<file path="src/rtl/dwalk_pkg.sv">
package dwalk_pkg;

    // Descriptor word slots; the walker decodes these positions
    localparam int SLOT_CTRL   = 0;
    localparam int SLOT_SIZE   = 1;
    localparam int SLOT_SRC_LO = 2;
    localparam int SLOT_SRC_HI = 3;
    localparam int SLOT_DST_LO = 4;
    localparam int SLOT_DST_HI = 5;
    localparam int MIN_WORDS   = 6;

    // Control word bit positions
    localparam int CB_CYCLE  = 0;
    localparam int CB_TOGGLE = 1;
    localparam int CB_LINK   = 2;
    localparam int CB_LIE    = 3;
    localparam int CB_RIE    = 4;

    typedef enum logic [2:0] {
        W_IDLE    = 3'd0,
        W_RD_REQ  = 3'd1,
        W_RD_WAIT = 3'd2,
        W_DECODE  = 3'd3,
        W_LAUNCH  = 3'd4,
        W_XWAIT   = 3'd5
    } wstate_t;

endpackage

</file>
<file path="src/rtl/dwalk_desc_regs.sv">
module dwalk_desc_regs #(
    parameter int WORD_W = 32,
    parameter int NWORDS = 6,
    localparam int IDX_W = $clog2(NWORDS)
) (
    input  logic                          clk,
    input  logic                          rst_n,
    input  logic                          wr_en,
    input  logic [IDX_W-1:0]              wr_idx,
    input  logic [WORD_W-1:0]             wr_data,
    output logic [NWORDS-1:0][WORD_W-1:0] words
);

    for (genvar g = 0; g < NWORDS; g++) begin : g_slot
        always_ff @(posedge clk or negedge rst_n) begin
            if (!rst_n) begin
                words[g] <= '0;
            end else if (wr_en && (wr_idx == IDX_W'(g))) begin
                words[g] <= wr_data;
            end
        end
    end

endmodule

</file>
<file path="src/rtl/dwalk_ptr.sv">
module dwalk_ptr #(
    parameter int ADDR_W = 64,
    parameter int WORD_W = 32,
    parameter int NWORDS = 6,
    localparam int IDX_W = $clog2(NWORDS),
    localparam int BYTES = WORD_W / 8,
    localparam int STEP  = NWORDS * BYTES
) (
    input  logic              clk,
    input  logic              rst_n,
    input  logic              load_en,
    input  logic [ADDR_W-1:0] load_val,
    input  logic              link_en,
    input  logic [ADDR_W-1:0] link_val,
    input  logic              adv_en,
    input  logic [IDX_W-1:0]  word_idx,
    output logic [ADDR_W-1:0] word_addr
);

    logic [ADDR_W-1:0] base_q;

    always_ff @(posedge clk or negedge rst_n) begin
        if (!rst_n) begin
            base_q <= '0;
        end else if (load_en) begin
            base_q <= load_val;
        end else if (link_en) begin
            base_q <= link_val;
        end else if (adv_en) begin
            base_q <= base_q + ADDR_W'(STEP);
        end
    end

    assign word_addr = base_q + (ADDR_W'(word_idx) * ADDR_W'(BYTES));

endmodule

</file>
<file path="src/rtl/dwalk_fsm.sv">
module dwalk_fsm
    import dwalk_pkg::*;
#(
    parameter int NWORDS = 6,
    localparam int IDX_W = $clog2(NWORDS)
) (
    input  logic             clk,
    input  logic             rst_n,
    input  logic             start,
    input  logic             stop_req,
    input  logic             mode_list_in,
    input  logic             mode_list_q,
    input  logic             rd_vld,
    input  logic             xfer_done,
    input  logic             xfer_err,
    input  logic             is_link,
    input  logic             is_toggle,
    output logic [IDX_W-1:0] word_idx,
    output logic             accept,
    output logic             cap_en,
    output logic             link_en,
    output logic             adv_en,
    output logic             rd_req,
    output logic             xfer_start,
    output logic             xfer_ok,
    output logic             busy,
    output logic             done,
    output logic             abort
);

    wstate_t state_q, state_d;
    logic    last_word;

    assign last_word = (word_idx == IDX_W'(NWORDS - 1));

    // Next-state logic
    always_comb begin
        state_d = state_q;
        unique case (state_q)
            W_IDLE:    if (start) state_d = mode_list_in ? W_RD_REQ : W_LAUNCH;
            W_RD_REQ:  state_d = W_RD_WAIT;
            W_RD_WAIT: if (rd_vld) state_d = last_word ? W_DECODE : W_RD_REQ;
            W_DECODE:  begin
                if (is_link) state_d = is_toggle ? W_IDLE : W_RD_REQ;
                else         state_d = W_LAUNCH;
            end
            W_LAUNCH:  state_d = W_XWAIT;
            W_XWAIT:   begin
                if (xfer_err)       state_d = W_IDLE;
                else if (xfer_done) state_d = mode_list_q ? W_RD_REQ : W_IDLE;
            end
            default:   state_d = W_IDLE;
        endcase
        if (stop_req && (state_q != W_IDLE)) state_d = W_IDLE;
    end

    // State register and word counter
    always_ff @(posedge clk or negedge rst_n) begin
        if (!rst_n) begin
            state_q  <= W_IDLE;
            word_idx <= '0;
        end else begin
            state_q <= state_d;
            if (state_q != W_RD_REQ && state_q != W_RD_WAIT) begin
                word_idx <= '0;
            end else if (state_q == W_RD_WAIT && rd_vld && !last_word) begin
                word_idx <= word_idx + 1'b1;
            end
        end
    end

    // Outputs
    always_comb begin
        busy       = (state_q != W_IDLE);
        accept     = (state_q == W_IDLE) && start;
        rd_req     = (state_q == W_RD_REQ) && !stop_req;
        cap_en     = (state_q == W_RD_WAIT) && rd_vld && !stop_req;
        xfer_start = (state_q == W_LAUNCH) && !stop_req;
        xfer_ok    = (state_q == W_XWAIT) && xfer_done && !xfer_err && !stop_req;
        link_en    = (state_q == W_DECODE) && is_link && !is_toggle && !stop_req;
        adv_en     = xfer_ok && mode_list_q;
        done       = ((state_q == W_DECODE) && is_link && is_toggle && !stop_req)
                   || (xfer_ok && !mode_list_q);
        abort      = (busy && stop_req)
                   || ((state_q == W_XWAIT) && xfer_err);
    end

endmodule

</file>
<file path="src/rtl/dma_desc_walker.sv">
module dma_desc_walker
    import dwalk_pkg::*;
#(
    parameter int WORD_W = 32,
    parameter int NWORDS = MIN_WORDS,
    localparam int ADDR_W = 2 * WORD_W,
    localparam int IDX_W  = $clog2(NWORDS)
) (
    input  logic              clk,
    input  logic              rst_n,
    input  logic              start,
    input  logic              stop_req,
    input  logic              cfg_list_mode,
    input  logic              cfg_lie_en,
    input  logic              cfg_rie_en,
    input  logic [WORD_W-1:0] cfg_size,
    input  logic [ADDR_W-1:0] cfg_src,
    input  logic [ADDR_W-1:0] cfg_dst,
    input  logic [ADDR_W-1:0] cfg_list_ptr,
    output logic              rd_req,
    output logic [ADDR_W-1:0] rd_addr,
    input  logic              rd_vld,
    input  logic [WORD_W-1:0] rd_data,
    output logic              xfer_start,
    output logic [WORD_W-1:0] xfer_size,
    output logic [ADDR_W-1:0] xfer_src,
    output logic [ADDR_W-1:0] xfer_dst,
    input  logic              xfer_done,
    input  logic              xfer_err,
    output logic              busy,
    output logic              done,
    output logic              abort,
    output logic              irq_local,
    output logic              irq_remote
);

    logic [NWORDS-1:0][WORD_W-1:0] words;
    logic [IDX_W-1:0]  word_idx;
    logic              accept, cap_en, link_en, adv_en, xfer_ok;
    logic              list_q, lie_q, rie_q;
    logic [WORD_W-1:0] dsize_q;
    logic [ADDR_W-1:0] dsrc_q, ddst_q;
    logic [WORD_W-1:0] ctrl_w;
    logic [ADDR_W-1:0] el_src, el_dst;

    assign ctrl_w = words[SLOT_CTRL];
    assign el_src = {words[SLOT_SRC_HI], words[SLOT_SRC_LO]};
    assign el_dst = {words[SLOT_DST_HI], words[SLOT_DST_LO]};

    // Configuration latched at an accepted start
    always_ff @(posedge clk or negedge rst_n) begin
        if (!rst_n) begin
            list_q  <= 1'b0;
            lie_q   <= 1'b0;
            rie_q   <= 1'b0;
            dsize_q <= '0;
            dsrc_q  <= '0;
            ddst_q  <= '0;
        end else if (accept) begin
            list_q  <= cfg_list_mode;
            lie_q   <= cfg_lie_en;
            rie_q   <= cfg_rie_en;
            dsize_q <= cfg_size;
            dsrc_q  <= cfg_src;
            ddst_q  <= cfg_dst;
        end
    end

    dwalk_fsm #(.NWORDS(NWORDS)) u_fsm (
        .clk          (clk),
        .rst_n        (rst_n),
        .start        (start),
        .stop_req     (stop_req),
        .mode_list_in (cfg_list_mode),
        .mode_list_q  (list_q),
        .rd_vld       (rd_vld),
        .xfer_done    (xfer_done),
        .xfer_err     (xfer_err),
        .is_link      (ctrl_w[CB_LINK]),
        .is_toggle    (ctrl_w[CB_TOGGLE]),
        .word_idx     (word_idx),
        .accept       (accept),
        .cap_en       (cap_en),
        .link_en      (link_en),
        .adv_en       (adv_en),
        .rd_req       (rd_req),
        .xfer_start   (xfer_start),
        .xfer_ok      (xfer_ok),
        .busy         (busy),
        .done         (done),
        .abort        (abort)
    );

    dwalk_desc_regs #(.WORD_W(WORD_W), .NWORDS(NWORDS)) u_regs (
        .clk     (clk),
        .rst_n   (rst_n),
        .wr_en   (cap_en),
        .wr_idx  (word_idx),
        .wr_data (rd_data),
        .words   (words)
    );

    dwalk_ptr #(.ADDR_W(ADDR_W), .WORD_W(WORD_W), .NWORDS(NWORDS)) u_ptr (
        .clk       (clk),
        .rst_n     (rst_n),
        .load_en   (accept && cfg_list_mode),
        .load_val  (cfg_list_ptr),
        .link_en   (link_en),
        .link_val  (el_src),
        .adv_en    (adv_en),
        .word_idx  (word_idx),
        .word_addr (rd_addr)
    );

    // Transfer triple and interrupt selection by mode
    always_comb begin
        if (list_q) begin
            xfer_size  = words[SLOT_SIZE];
            xfer_src   = el_src;
            xfer_dst   = el_dst;
            irq_local  = xfer_ok && ctrl_w[CB_LIE];
            irq_remote = xfer_ok && ctrl_w[CB_RIE];
        end else begin
            xfer_size  = dsize_q;
            xfer_src   = dsrc_q;
            xfer_dst   = ddst_q;
            irq_local  = xfer_ok && lie_q;
            irq_remote = xfer_ok && rie_q;
        end
    end

endmodule

</file>
<file path="config.mk">
export PLATFORM = sky130hd
export DESIGN_NAME = dma_desc_walker
export DESIGN_NICKNAME = d
export VERILOG_FILES = /design/src/rtl/dwalk_pkg.sv /design/src/rtl/dwalk_desc_regs.sv /design/src/rtl/dwalk_ptr.sv /design/src/rtl/dwalk_fsm.sv /design/src/rtl/dma_desc_walker.sv
export SDC_FILE = /design/constraint.sdc
export NUM_CORES = 1
export LEC_CHECK = 0
export BUFFER_PORTS_ARGS = -buffer_cell sky130_fd_sc_hd__buf_4
export CAP_MARGIN = 0
export CORE_UTILIZATION = 40
export DETAILED_ROUTE_END_ITERATION = 12
export PLACE_DENSITY_LB_ADDON = 0.08
export REMOVE_ABC_BUFFERS = 1
export SLEW_MARGIN = 20
export SYNTH_ARGS = -nofsm -noshare
export SYNTH_HDL_FRONTEND = slang
export SYNTH_SLANG_ARGS = --single-unit
</file>
<file path="constraint.sdc">
create_clock -name clk -period 2.3 [get_ports clk]
set_input_delay 0.23 -clock clk [delete_from_list [all_inputs] [get_ports clk]]
set_output_delay 0.23 -clock clk [all_outputs]
set_load 0.03 [all_outputs]
</file>
==> metrics.txt, run 1 <==
Critical Path, Cell by Cell=nand4_1 > or4_4 > nor4_4 > buf_4 > buf_4 > xor2_4 > buf_6; CP most frequent cell=buf_4; Max Freq=341 MHz; Startpoint Class=flop; clock sink count=397; CTS HTree Levels=2; Mean Syn Cell Area=9.87 um2; violated checks=negative setup slack; first-pass GRT wire length=129000 um; Post-DRT Antenna Nets=0; Yosys top cell by area=dfrtp_1; number of global-route vias before repair=20900; Arr. time, crit path=2.70 ns; status=finished, violations left; Residual DRC=0; Slew HR=33.2%; Hold Crit Class=in2reg; Area Overhead vs Synth=60.0%; Die H=230 um; #FFs+latches synth=397; largest net degree at the start of global routing=86; Synth Instances=2101; worst-path maximum fanout=3; total power=38000 uW; I/O pins=497; antenna cells=0; Power Density=1140 mW/mm2; final std cells w/o fill=3785; LEAKAGE=0.0165 uW; max-slew violations=0; dpl hpwl=60800 um; MaxCap Viol Count=0; Crit path required time=2.07 ns; Synth cell types=75; prevailing post-synth register cell=dfrtp_1; Worst-Skew Late Latency=0.58 ns; WS Path Type=reg2out; Die W=230 um; share of layout cells above drive strength 1=44.9%; Iteration-0 DRC Markers=1396; via/cell ratio=5.37; Setup-failing EPs final=62; worst slew pin tran=1.00 ns; Post-synth EDFFs=0; via count=20300; nets@finish=3349; setup TNS=-29.22 ns; die area=0.0528 mm2; delay-heaviest family, CP=simple AND/OR/NAND/NOR gates; register area share after synthesis=47.9%; peak supply drop=0.792 mV; clock transition at the registers of the reported paths=0.05 ns; total length of routed wires=86000 um; most area-consuming cells after synthesis=dfrtp_1 (48%), mux2_2 (18%), nand2_1 (10%); crit end category=primary output; Syn Std Cell Area=0.0207 mm2; post-synth top area share=47.9%; Crit path largest cell delay=0.60 ns; antenna violations before repair=1; total grt overflow=0; Initial Util=40.4%; I/O Buffers=496; fin crit share=128%; FP Rows=83; post-route setup slack=-0.635 ns; Final Critical Period=2.93 ns; total CTS buffers=46; Placer Congestion=0.954; Core Box Area=0.0513 mm2; sum of buffers and inverters on the critical path=3; root buffer cell=clkbuf_16; CTS tree=built; Initial DRT Pass Iterations=7; unrepaired setup endpoints after global routing=true; clock skew=0.0139 ns; critical path's slowest cell=or4_4; final hold violation count=0; Ys Warns=0; asr flop ratio synth=100%; placed cell count=3411; Bufs on Longest Clock Path=3; gr usage total=32.1%; WL/cell=22.7 um
Yosys cell counts, drive strengths merged, types with 3 or more instances:
library cell,count
buf,61
or4,6
a221oi,4
nor3,24
o211ai,16
xnor2,39
and4,15
o21ai,45
a21oi,34
mux2,324
o31ai,5
a221o,4
a31oi,15
a22oi,32
a211o,5
a211oi,4
dfrtp,397
xor2,31
nor2,87
nand2,564
o311ai,14
o21a,5
and2,11
mux2i,8
nand3,61
nor4,19
a222oi,5
or3,8
and3,17
a22o,4
a21o,9
nand4,55
o31a,3
inv,20
o211a,3
clkbuf,92
ha,9
o22ai,11
metrics by stage:
stage	hold slack, ns	cell area, um2	utilization, %	setup WS [ns]
detailed placement	0.246	27200	53.0	-0.318
floorplan	-0.0656	20100	-	-16.42
global route	0.0306	33200	64.7	-0.693
CTS	0.00922	32400	63.2	-0.615
global placement	0.241	27200	53.0	-0.300
finish	0.0156	33200	64.7	-0.635
worst paths after layout:
| kind | start | endpoint | slack, ns | depth (start not counted) |
|---|---|---|---|---|
| setup / recovery | u_ptr.base_q[37]$_DFFE_PN0P_ | rd_addr[46] | -0.63 | 7 |
| min in group asynchronous | rst_n | ddst_q[3]$_DFFE_PN0P_ | 0.23 | 2 |
| hold reg to reg | dsrc_q[25]$_DFFE_PN0P_ | dsrc_q[25]$_DFFE_PN0P_ | 0.47 | 2 |
| hold / removal | cfg_list_ptr[35] | u_ptr.base_q[35]$_DFFE_PN0P_ | 0.02 | 3 |
| setup reg to reg | u_ptr.base_q[43]$_DFFE_PN0P_ | u_ptr.base_q[55]$_DFFE_PN0P_ | 0 | 8 |
| max in group asynchronous | rst_n | u_ptr.base_q[19]$_DFFE_PN0P_ | 1.32 | 3 |
registers in the layout, indices dropped and copies added, names as in the netlist, 3 cells and up:
signal	cells
u_fsm.state_q	3
u_fsm.word_idx	3
dsrc_q	64
u_ptr.base_q	64
ddst_q	64
dsize_q	32
u_regs.words	164
worst reg2reg max path, cell delays in order (launching register included):
cell and delay [ns]:
dfrtp_1 0.44, nand4_1 0.25, buf_4 0.23, nor2_1 0.09
buf_4 0.17, nand4_1 0.24, buf_6 0.21, or4b_1 0.51
nand3_1 0.10
cells by family (layout without fill, tap and decap cells):
| group | count (synthesis) | count (layout) | synth area share [%] |
|---|---|---|---|
| AOI/OAI and AO/OA | 234 | 234 | 7.85 |
| xor gates and xnor gates | 70 | 70 | 2.96 |
| adders and majority gates | 10 | 10 | 0.639 |
| buffers and inverters | 173 | 1177 | 3.50 |
| DFF | 397 | 397 | 47.9 |
| muxes | 332 | 332 | 18.0 |
| and+or+nand+nor | 885 | 885 | 19.2 |
layout by cell type, fill, tap and decap left out, types with 20 or more instances in the layout:
cell type / Yosys / routed
o21ai_0: 45 / 44
a22oi_1: 32 / 32
mux2_2: 324 / 324
buf_4: 7 / 707
a21oi_1: 34 / 32
nand2_1: 564 / 549
buf_12: 0 / 26
xnor2_2: 0 / 20
dfrtp_1: 397 / 386
clkbuf_16: 0 / 51
buf_6: 0 / 94
dlygate4sd3_1: 0 / 239
xor2_1: 31 / 21
inv_1: 20 / 20
nand3_1: 60 / 42
nor2_1: 87 / 64
nand4_1: 53 / 53
final cells by class:
| type | instances | area (um2) |
|---|---|---|
| fill | 4159 | 18100 |
| multi-input combinational | 1531 | 11300 |
| sequential | 397 | 9950 |
| timing repair buffer | 1077 | 9560 |
| clock buffer | 64 | 1320 |
| tap | 680 | 851 |
| clock inverter | 16 | 136 |
| inverter | 20 | 75.1 |
timing repair:
item                                    in CTS  in global routing
hold buffers                               239                  0
resized for setup                          209                109
hold endpoints to repair                   415                  0
endpoints found under the setup margin     181                130
gates cloned                                 5                  2
pin swaps                                   88                 51
setup buffers                               32                 29
routing by layer:
metal	vias up	GRT usage, %	share of wire, %
met5	-	0	0.015
met4	2	9.62	2.3
met3	120	4.54	5.5
met2	685	53.0	49
met1	10200	43.6	44
li1	9297	-	-
power breakdown:
part	total, uW	internal [uW]	switching, uW
Combinational	20300	8770	11600
Sequential	10400	8960	1440
Clock	7220	4220	3000
Total	38000	22000	16000
Note: power is estimated with default switching activity, not from simulation.
==> run 2: changes to the inputs <==
--- a/config.mk
+++ b/config.mk
@@ -8,6 +8,7 @@
 export BUFFER_PORTS_ARGS = -buffer_cell sky130_fd_sc_hd__buf_4
 export CAP_MARGIN = 0
 export CORE_UTILIZATION = 40
+export CTS_BUF_LIST = sky130_fd_sc_hd__clkbuf_4 sky130_fd_sc_hd__clkbuf_8 sky130_fd_sc_hd__clkbuf_16
 export DETAILED_ROUTE_END_ITERATION = 12
 export PLACE_DENSITY_LB_ADDON = 0.08
 export REMOVE_ABC_BUFFERS = 1
==> constraint.sdc (replaced) <==
create_clock -name clk -period 3.4 [get_ports clk]
set_input_delay 0.34 -clock clk [delete_from_list [all_inputs] [get_ports clk]]
set_output_delay 0.34 -clock clk [all_outputs]
set_load 0.03 [all_outputs]
==> metrics.txt, run 2 (synthesis gave the netlist of run 1 again) <==
I/O pins=497 (unchanged); P_int=13500 uW (-39%); crit end category=primary output; Initial Util=40.4% (unchanged); clock skew=0.0173 ns (+0.00339 ns); share of layout cells above drive strength 1=37.8% (-7.2 points); MaxCap Viol Count=0 (unchanged); pre-CTS WS=0.302 ns (+0.620 ns); Critical Path, Cell by Cell=nand4_1 > or4_4 > nor4_4 > buf_4 > nand3_1 > xnor2_2 > buf_6; Setup-failing EPs final=0 (-100%); unrepaired setup endpoints after global routing=true; Die H=230 um (unchanged); Max Freq=303 MHz; Psw=9980 uW (-38%); Final Critical Period=3.30 ns; Most flops, register=u_regs.words; Seq pwr share=31.4% (+4.0 points); Bufs on Longest Clock Path=3 (unchanged); clock sink count=397 (unchanged); final hold violation count=0 (unchanged); total power=23500 uW (-38%); worst slew pin tran=0.899 ns (-0.103 ns); Post-DRT Antenna Nets=0 (unchanged); FP Rows=83 (unchanged); via count=18800 (-7.5%); Crit path required time=3.06 ns (+0.99 ns); Crit path largest cell delay=0.65 ns (+0.05 ns); LEAKAGE=0.0143 uW (-14%); total length of routed wires=79500 um (-7.5%); Sw Ratio=42.5% (+0.34 points); Iteration-0 DRC Markers=1216 (-13%); CTS HTree Levels=2 (unchanged); Initial DRT Pass Iterations=7 (unchanged); worst hold path depth=3 (unchanged); hold endpoint=dsize_q[7]$_DFFE_PN0P_; Worst-Skew Late Latency=0.58 ns (about the same); Slew HR=40.1% (+6.9 points); reg-to-reg endpoint=u_regs.words[57]$_DFFE_PN0P_; root buffer cell=clkbuf_16; post-route setup slack=0.101 ns (+0.736 ns); clock transition at the registers of the reported paths=0.06 ns (about the same); critical path's slowest cell=or4_4; Core Box Area=0.0513 mm2 (unchanged); Comb pwr share=46.8% (-6.8 points); Startpoint Class=flop; Area Overhead vs Synth=39.4%; delay-heaviest family, CP=simple AND/OR/NAND/NOR gates; hold path startpoint=cfg_size[7]; Placer Congestion=0.971 (+1.9%); first-pass GRT wire length=120000 um (-7.5%); Hold Slack=0.0168 ns (+0.00128 ns); total CTS buffers=47 (+2.2%); Hold Crit Class=in2reg; antenna violations before repair=1 (unchanged); max FFs per register=164 (unchanged); max-slew violations=0 (unchanged); Die W=230 um (unchanged); sum of buffers and inverters on the critical path=2 (-1); gr usage total=29.7% (-2.4 points); WS Path Type=reg2out; flop2flop setup slack=0.51 ns (+0.51 ns); total grt overflow=0 (unchanged); fin crit share=97.0%; dpl hpwl=55800 um (-8.2%); number of global-route vias before repair=19100 (-8.7%); nets@finish=3023 (-9.7%); most frequent cells in the layout=buf_4 (570), nand2_1 (560), dfrtp_1 (382), mux2_2 (324), dlygate4sd3_1 (168); CTS tree=built; worst-path maximum fanout=7 (+4); WL/cell=23.0 um (+1.2%); clock share of power=21.9% (+2.9 points); Arr. time, crit path=2.96 ns (+0.26 ns); Residual DRC=0 (unchanged); I/O Buffers=496 (unchanged); fill count=4582 (+10%); via/cell ratio=5.44 (+1.2%); die area=0.0528 mm2 (unchanged); Power Density=812 mW/mm2 (-29%); peak supply drop=0.514 mV (-35%); R2R Path Start=u_fsm.state_q[1]$_DFFE_PN0P_; status=complete, no violations; commonest non-fill, non-tap cell in the layout=buf_4; largest net degree at the start of global routing=164 (+91%); FF-to-FF path depth=6 (-2); Post-Route Utilization=56.4% (-8.3 points)
==> run 2: cell types whose count changed in the layout (fill, tap and decap cells not counted), sizes merged <==
cell	change
buf	-254
clkbuf	+5
dlygate4sd3	-71
diode	+1
clkinvlp	+1
clkinv	-9
==> run 2: area by class of cell <==
| cell class | instances | area [um2] | share of cell area (%) |
|---|---|---|---|
| Clock inverter | 8 | 95.1 | 0.329 |
| Timing Repair Buffer | 750 | 6190 | 21.4 |
| Sequential cell | 397 | 9960 | 34.4 |
| Clock buffer | 71 | 1470 | 5.09 |
| Tap cell | 680 | 851 | 2.94 |
| Multi-Input combinational cell | 1531 | 10300 | 35.5 |
| Inverter | 20 | 75.1 | 0.260 |
| Antenna cell | 1 | 2.50 | 0.00865 |
==> run 2: worst register-to-register path: cells and delay by family, from the launching register on <==
kind / cells / cell delay (ns)
muxes: 1 / 0.36
DFF: 1 / 0.65
buffers and inverters: 1 / 0.41
and+or+nand+nor: 4 / 1.35
==> run 2: what timing repair did <==
action                                  in CTS  in global routing
gates resized for setup                     22                 20
endpoints found under the setup margin      25                 22
endpoints found under the hold margin      224                  0
pin swaps                                    4                  9
hold buffers                               168                  0
setup buffers                                2                 14
==> run 2: worst max path at each step <==
stage	start	endpoint	slack (ns)	depth (start not counted)
floorplan	u_fsm.state_q[2]$_DFFE_PN0P_	u_ptr.base_q[58]$_DFFE_PN0P_	-15.32	5
global placement	u_fsm.word_idx[0]$_DFFE_PN0P_	rd_addr[34]	0.32	8
detailed placement	u_fsm.word_idx[0]$_DFFE_PN0P_	rd_addr[34]	0.30	8
CTS	u_fsm.word_idx[0]$_DFFE_PN0P_	rd_addr[34]	-0.02	8
global route	u_fsm.word_idx[0]$_DFFE_PN0P_	rd_addr[50]	-0.09	8
finish	u_ptr.base_q[43]$_DFFE_PN0P_	rd_addr[62]	0.10	7
==> run 2: power groups by stage <==
stage | clock, uW | combinational (uW) | sequential [uW]
global route | 5430 | 11700 | 7540
global placement | 0 | 10700 | 7310
floorplan | 0 | 6130 | 7160
CTS | 5260 | 10900 | 7320
detailed placement | 0 | 10700 | 7370
finish | 5130 | 11000 | 7360
==> run 2: layer usage <==
metal	wire length [um]	vias to the layer above	share of wire (%)	track usage (%)
met5	0	-	0	0
met1	34400	9381	43	39.4
met3	5180	130	6.5	6.34
met4	2380	0	3.0	9.75
li1	-	8647	-	-
met2	37500	649	47	48.1
==> run 2: through the flow <==
step	instance area (um2)	instances	setup TNS, ns
finish	28900	3458	0
global route	28900	3458	-0.0919
CTS	28700	3443	-0.0226
detailed placement	25400	3194	0
global placement	25400	3194	0
floorplan	20100	1948	-2459.25
